[config.mk]
export PLATFORM = sky130hd
export DESIGN_NAME = usbd_irq_unit
export DESIGN_NICKNAME = d
export VERILOG_FILES = /design/src/rtl/usbd_irq_pkg.sv /design/src/rtl/usbd_ep_flags.sv /design/src/rtl/usbd_dma_flags.sv /design/src/rtl/usbd_irq_merge.sv /design/src/rtl/usbd_irq_unit.sv
export SDC_FILE = /design/constraint.sdc
export NUM_CORES = 1
export LEC_CHECK = 0
export BUFFER_PORTS_ARGS = -buffer_cell sky130_fd_sc_hd__buf_2
export CAP_MARGIN = 20
export CORE_AREA = 3 3 40 42
export DETAILED_ROUTE_END_ITERATION = 8
export DIE_AREA = 0 0 43 45
export PLACE_DENSITY = 0.68
export SLEW_MARGIN = 10
export SYNTH_ARGS = -nofsm -noshare
export SYNTH_HDL_FRONTEND = slang
export SYNTH_SLANG_ARGS = --single-unit
[constraint.sdc]
create_clock -name clk -period 1 [get_ports clk]
set_clock_uncertainty 0.05 [all_clocks]
set_input_delay 0.15 -clock clk [delete_from_list [all_inputs] [get_ports clk]]
set_output_delay 0.15 -clock clk [all_outputs]
set_load 0.01 [all_outputs]
[src/rtl/usbd_irq_pkg.sv]
package usbd_irq_pkg;
  // register select values
  localparam logic ADDR_EP  = 1'b0;
  localparam logic ADDR_DMA = 1'b1;
  // bit positions in both registers
  localparam int BIT_LO = 0;  // SETUP / DMA completion
  localparam int BIT_HI = 1;  // multiple-setup / DMA error
endpackage

[src/rtl/usbd_ep_flags.sv]
module usbd_ep_flags (
  input  logic clk,
  input  logic rst,
  input  logic setup_evt,
  input  logic clr_setup,
  input  logic clr_multi,
  output logic setup_q,
  output logic multi_q
);
  logic multi_set;
  // a retry counts only when the earlier setup stays pending this cycle
  assign multi_set = setup_evt & setup_q & ~clr_setup;

  always_ff @(posedge clk) begin
    if (rst) begin
      setup_q <= 1'b0;
      multi_q <= 1'b0;
    end else begin
      setup_q <= setup_evt | (setup_q & ~clr_setup);
      multi_q <= multi_set | (multi_q & ~clr_multi);
    end
  end

  // setup event always leaves SETUP pending
  a_r4_setup_sets: assert property (@(posedge clk) disable iff (rst)
    setup_evt |=> setup_q);
  // collision of both clears with a retried setup
  a_r6_collision: assert property (@(posedge clk) disable iff (rst)
    (setup_evt && setup_q && clr_setup && clr_multi) |=> (setup_q && !multi_q));
  // retry against an uncleared pending setup marks multiple-setup
  a_r5_multi_sets: assert property (@(posedge clk) disable iff (rst)
    (setup_evt && setup_q && !clr_setup) |=> multi_q);
  // no event and no clear keeps both flags
  a_r2_hold: assert property (@(posedge clk) disable iff (rst)
    (!setup_evt && !clr_setup && !clr_multi) |=> ($stable(setup_q) && $stable(multi_q)));
endmodule

[src/rtl/usbd_dma_flags.sv]
module usbd_dma_flags (
  input  logic clk,
  input  logic rst,
  input  logic done_evt,
  input  logic err_evt,
  input  logic clr_done,
  input  logic clr_err,
  output logic done_q,
  output logic err_q
);
  always_ff @(posedge clk) begin
    if (rst) begin
      done_q <= 1'b0;
      err_q  <= 1'b0;
    end else begin
      done_q <= done_evt | (done_q & ~clr_done);
      err_q  <= err_evt  | (err_q  & ~clr_err);
    end
  end

  // set beats a simultaneous clear
  a_r7_done_set_wins: assert property (@(posedge clk) disable iff (rst)
    (done_evt && clr_done) |=> done_q);
  a_r7_err_set_wins: assert property (@(posedge clk) disable iff (rst)
    (err_evt && clr_err) |=> err_q);
  // clear without event empties the flag
  a_r3_err_clears: assert property (@(posedge clk) disable iff (rst)
    (!err_evt && clr_err) |=> !err_q);
endmodule

[src/rtl/usbd_irq_merge.sv]
module usbd_irq_merge (
  input  logic clk,
  input  logic rst,
  input  logic done_q,
  input  logic done_en,
  input  logic err_q,
  input  logic setup_q,
  input  logic multi_q,
  output logic irq_q
);
  always_ff @(posedge clk) begin
    if (rst) irq_q <= 1'b0;
    else     irq_q <= (done_q & done_en) | err_q | setup_q | multi_q;
  end

  // error reaches the line regardless of the enable
  a_r9_err_unmasked: assert property (@(posedge clk) disable iff (rst)
    err_q |=> irq_q);
  // masked completion alone keeps the line low
  a_r9_done_masked: assert property (@(posedge clk) disable iff (rst)
    (!done_en && !err_q && !setup_q && !multi_q) |=> !irq_q);
endmodule

[src/rtl/usbd_irq_unit.sv]
module usbd_irq_unit #(
  parameter int REG_W = 16
) (
  input  logic             clk,
  input  logic             rst,
  input  logic             setup_evt,
  input  logic             dma_done_evt,
  input  logic             dma_err_evt,
  input  logic             dma_done_en,
  input  logic             reg_wr,
  input  logic             reg_addr,
  input  logic [REG_W-1:0] reg_wdata,
  output logic [REG_W-1:0] reg_rdata,
  output logic             irq_out
);
  import usbd_irq_pkg::*;
  localparam int PAD_W = REG_W - 2;

  logic wr_ep, wr_dma;
  logic setup_q, multi_q, done_q, err_q;
  logic [REG_W-1:0] ep_word, dma_word;

  assign wr_ep  = reg_wr && (reg_addr == ADDR_EP);
  assign wr_dma = reg_wr && (reg_addr == ADDR_DMA);

  usbd_ep_flags u_ep (
    .clk(clk), .rst(rst), .setup_evt(setup_evt),
    .clr_setup(wr_ep & reg_wdata[BIT_LO]),
    .clr_multi(wr_ep & reg_wdata[BIT_HI]),
    .setup_q(setup_q), .multi_q(multi_q)
  );

  usbd_dma_flags u_dma (
    .clk(clk), .rst(rst), .done_evt(dma_done_evt), .err_evt(dma_err_evt),
    .clr_done(wr_dma & reg_wdata[BIT_LO]),
    .clr_err(wr_dma & reg_wdata[BIT_HI]),
    .done_q(done_q), .err_q(err_q)
  );

  usbd_irq_merge u_irq (
    .clk(clk), .rst(rst), .done_q(done_q), .done_en(dma_done_en),
    .err_q(err_q), .setup_q(setup_q), .multi_q(multi_q), .irq_q(irq_out)
  );

  assign ep_word  = {{PAD_W{1'b0}}, multi_q, setup_q};
  assign dma_word = {{PAD_W{1'b0}}, err_q, done_q};

  always_ff @(posedge clk) begin
    if (rst) reg_rdata <= '0;
    else     reg_rdata <= (reg_addr == ADDR_DMA) ? dma_word : ep_word;
  end

  // unused bits never read as 1
  a_r2_pad_zero: assert property (@(posedge clk) disable iff (rst)
    reg_rdata[REG_W-1:2] == '0);
  // a read of the DMA register shows its completion flag one cycle later
  a_r10_read_dma: assert property (@(posedge clk) disable iff (rst)
    (reg_addr == ADDR_DMA) |=> (reg_rdata[0] == $past(done_q)));
endmodule

== Word-level counts from Yosys, hierarchy flattened ==
Index checks and enable logic that the tools add are counted.

* RAM bits: 0
* Bits in latches: 0
* ROM bits: 0
* Register bits after elaboration: 21
* Memories kept: 0
* Logic and storage cells: 32

* Order comparisons: 0
* Mux-type cells: 1
* Shift-type cells: 0
* Reductions and logical operators: 2
* Equal/unequal tests: 0
* Bitwise operators: 23
* $mul: 0
* Div/mod/pow operators: 0
* Add/subtract/negate cells: 0

{| class="wikitable"
|+ Operator list
! cell !! number
|-
| bitwise AND 1 bit || 11
|-
| OR 1 bit || 7
|-
| inverter 1 bit || 5
|-
| logical AND 1 bit || 2
|-
| two-way mux 2 bit || 1
|}

== Longest topological paths before layout ==
* Depth after elaboration: 6
* Depth in mapped cells: 3
* Mapped depth without buffers: 2

== Hierarchy ==
A second synthesis with hierarchy kept.

* Cell total of the unflattened synthesis: 43
* Area, all modules: 391.6 µm²

{| class="wikitable"
|+ By module, submodules not included
! module !! times used !! area an instance (µm²) !! seq. area each (µm²) !! cells each
|-
| usbd_irq_unit || 1 || 211.5 || 40.0 || 25
|-
| usbd_ep_flags || 1 || 71.3 || 40.0 || 7
|-
| usbd_dma_flags || 1 || 70.1 || 40.0 || 8
|-
| usbd_irq_merge || 1 || 38.8 || 20.0 || 3
|}

== Worst setup path before layout ==
No wires, ideal clock.

* Path kind: register -> register
* From: register u_ep.multi_q
* To: register u_irq.irq_q
* Arrival: 0.694 ns
* Setup slack: 0.129 ns
* Data required time: 0.822 ns
* Path buffers: 0
* Clock period less this slack: 0.871 ns
* Setup time: 0.128 ns
* Cell stages (with the launch flop): 3
* Path through: dfxtp_1 > a2111oi_0 > nor2_1

* Word-level cells in the longest chain between the ends: 1

{| class="wikitable"
|+ Ends and longest elaborated chain
! item !! RTL line !! source
|-
| start, declared || usbd_ep_flags.sv:8 || <nowiki>output logic multi_q</nowiki>
|-
| start signal, assigned || usbd_ep_flags.sv:20 || <nowiki>multi_q <= multi_set | (multi_q & ~clr_multi);</nowiki>
|-
| OR 1 bit || usbd_irq_merge.sv:13 || <nowiki>else irq_q <= (done_q & done_en) | err_q | setup_q | multi_q;</nowiki>
|-
| end signal, assigned || usbd_irq_merge.sv:13 ||
|-
| end, declared || usbd_irq_merge.sv:9 || <nowiki>output logic irq_q</nowiki>
|}

Every way passes these cells.
A chain may end at the register's enable or synchronous reset.

== Worst setup path after layout ==
Same ends and word-level chain as after synthesis.

==> qor.yml <==
run_status:
  outcome: "finished clean"
timing:
  hold_viol: 0
  setup_viol: 0
  rsz0062_at_grt: "no"
  fmaxAchievable_mhz: 1079
  fin_crit_sh_pct: 92.69
  fin_setup_tns_ps: 0
  finalMaxSlewViolations: 0
  min_period_ps: 926.9
  timing.final.ws_setup_ps: 73.12
drt:
  drc: 0
  vias: 280
  antenna_left: 0
  wire_per_inst_um: 8.822
  vias_per_cell: 3.836
  highest_layer: "met4"
  wl_met3_um: 67
  drt-initial-drc-count: 5
  drt-met1-wl_um: 273
  dr.pass1.iters: 4
  drt-total-wl_um: 644
  met2_length_um: 281
pwr:
  pwr-share-comb_pct: 16.5
  power_density_mw_per_mm2: 1506
  p_sw_w: 0.0001749
  swShare_pct: 25.86
  leakage_nw: 0.2397
  ir_drop_v: 0.0003981
  pwr-share-seq_pct: 46.3
  total_power_w: 0.0006764
  p_int_w: 0.0005015
  p_clk_share_pct: 37.1
clocking:
  cts.sinks: 7
  cts_root_buf: "clkbuf_4"
  clk_path_buf_depth: 2
  path_clk_slew_ps: 50
  cts_buffers: 3
  htreeDepth: 1
  cts-resized-gates: 0
  postCtsHoldBufs: 0
  clock_latency_ps: 240
  cts_setup_buffers: 0
  cts_tree: "built"
synthesis:
  synth_cell_types: 16
  netlist_area_sq_um: 396.6
  ys_seq_elements: 7
  avgSynthCellArea_sq_um: 9.224
  yosysWarnings: 0
  yosysSeqAreaShare_pct: 35.33
  netlist_instances: 43
setup_path:
  slowest_stage: "a2111oi_1"
  worstPathArrival_ps: 1000
  crit_cells: 2
  crit_buf_inv: 0
  r2r_slack_ps: 70
  cp-end-kind: "register"
  crit_fanout: 3
  startpoint_type: "register"
  r2r-end: "u_irq.irq_q"
  critPathTopFamily: "compound AO/OA/AOI/OAI gates"
  cp.required_ps: 1080
  timing.rr.start: "u_ep.multi_q"
  slowest_delay_ps: 360
  criticalPathCategory: "register to register"
  rr_worst_depth: 2
  path_cells: "a2111oi_1 > nor2_1"
grt:
  overflow: 0
  antenna_found_initial: 0
  grt_pass1_vias: 253
  grt_pass1_wl_um: 1007
  grt_max_degree: 10
  grt_usage_pct: 7.506
finish:
  multi_input_area_sq_um: 188.9
  seqCellArea_sq_um: 140.1
  diodes: 0
  nets: 83
  nFillCells: 153
  fin_area_sq_um: 449.2
  syn_to_final_growth_pct: 13.25
  drive_above_1_share_pct: 34.48
placed_design:
  place_area_sq_um: 421.7
  place_congestion: 0.7716
  pre_cts_slack_ps: 66.54
  port_buffers: 12
  hpwl_um: 527.6
floorplanning:
  fp.coreArea_sq_mm: 0.001285
  num_rows: 13
  die_w_um: 43
  start_util_pct: 30.87
  io-pin-count: 41
  dieArea_sq_mm: 0.001935
  die_height_um: 45
hold_path:
  hp-start: "dma_done_en"
  min_path_cells: 3
  whs_endpoint: "u_irq.irq_q"
  hold_path.class: "input port to register"
flow_run:
  cap_violations: 0
==> area by class of cell <==
| class | instances | area share [%] |
|---|---|---|
| multi-input cells | 32 | 42.06 |
| well taps | 15 | 4.178 |
| flip-flops and latches | 7 | 31.20 |
| repair buffers | 13 | 15.04 |
| inverters | 2 | 1.671 |
| clock buffers | 4 | 5.850 |
==> worst register-to-register path: stages (launching register included) <==
cell	delay, ps
dfxtp_1	320
a2111oi_1	360
nor2_1	70
==> state kept, by name, summed over array words and instances, names as in the netlist <==
signal and flops:
u_dma.err_q 1, u_ep.multi_q 1, u_irq.irq_q 1, u_dma.done_q 1
u_ep.setup_q 1, reg_rdata 2
==> worst max-delay path by stage <==
| stage | from | end |
|---|---|---|
| CTS | u_ep.multi_q | u_irq.irq_q |
| detailed placement | u_ep.multi_q | u_irq.irq_q |
| floorplan | u_ep.multi_q | u_irq.irq_q |
| global route | u_ep.multi_q | u_irq.irq_q |
| global placement | u_dma.done_q | u_irq.irq_q |
| finish | u_ep.multi_q | u_irq.irq_q |
==> cells by family (layout without fill, tap and decap cells) <==
logic type             Yosys count  in the layout  share of synthesized area (%)
DFF                              7              7                          35.33
AOI/OAI and AO/OA                3              3                          7.889
and+or+nand+nor                 13             13                          21.14
buffers and inverters           17             19                          29.65
other                            1             14                         0.9455
muxes                            2              2                          5.048
==> power groups by stage <==
stage	clock [W]	sequential [W]	combinational, W
after floorplan	0	0.000323	0.000104
after global placement	0	0.000317	0.000108
after detailed placement	0	0.000318	0.000110
after CTS	0.000264	0.000312	0.000110
after global routing	0.000272	0.000316	0.000127
final	0.000251	0.000313	0.000112
==> metrics by stage <==
step	hold WS (ps)	instances	util [%]
final	116.8	73	34.96
after CTS	115.1	73	34.86
after detailed placement	380.9	69	32.81
after global routing	136.1	73	34.96
after floorplan	251.5	56	-
after global placement	375.0	69	32.81
==> cells in the mapped netlist (all sizes together) <==
cell type	count	area [sq um]
buf	15	110.1
o22ai	1	6.260
conb	1	3.750
inv	2	7.510
and3b	2	18.77
o32ai	1	16.27
and4b	2	22.52
nand2b	1	6.260
nand3b	1	7.510
nor2	5	18.77
a2111oi	1	8.760
mux2i	2	20.02
dfxtp	7	140.1
nor3	2	10.01
==> cell usage in the layout (no fill, tap or decap), drive strengths merged, types with 2 or more instances in the layout <==
| master | Yosys | routed |
|---|---|---|
| dfxtp | 7 | 7 |
| inv | 2 | 2 |
| nor3 | 2 | 2 |
| clkbuf | 0 | 4 |
| buf | 15 | 13 |
| and3b | 2 | 2 |
| mux2i | 2 | 2 |
| and4b | 2 | 2 |
| nor2 | 5 | 5 |
| conb | 1 | 14 |
==> metal layers <==
metal  track usage (%)  up-vias
li1                  -      147
met1             9.685      113
met2             8.683       18
met3             1.195        2
met4             10.84        0
met5                 0        -
No activity file was read; power rests on OpenSTA's default activity.
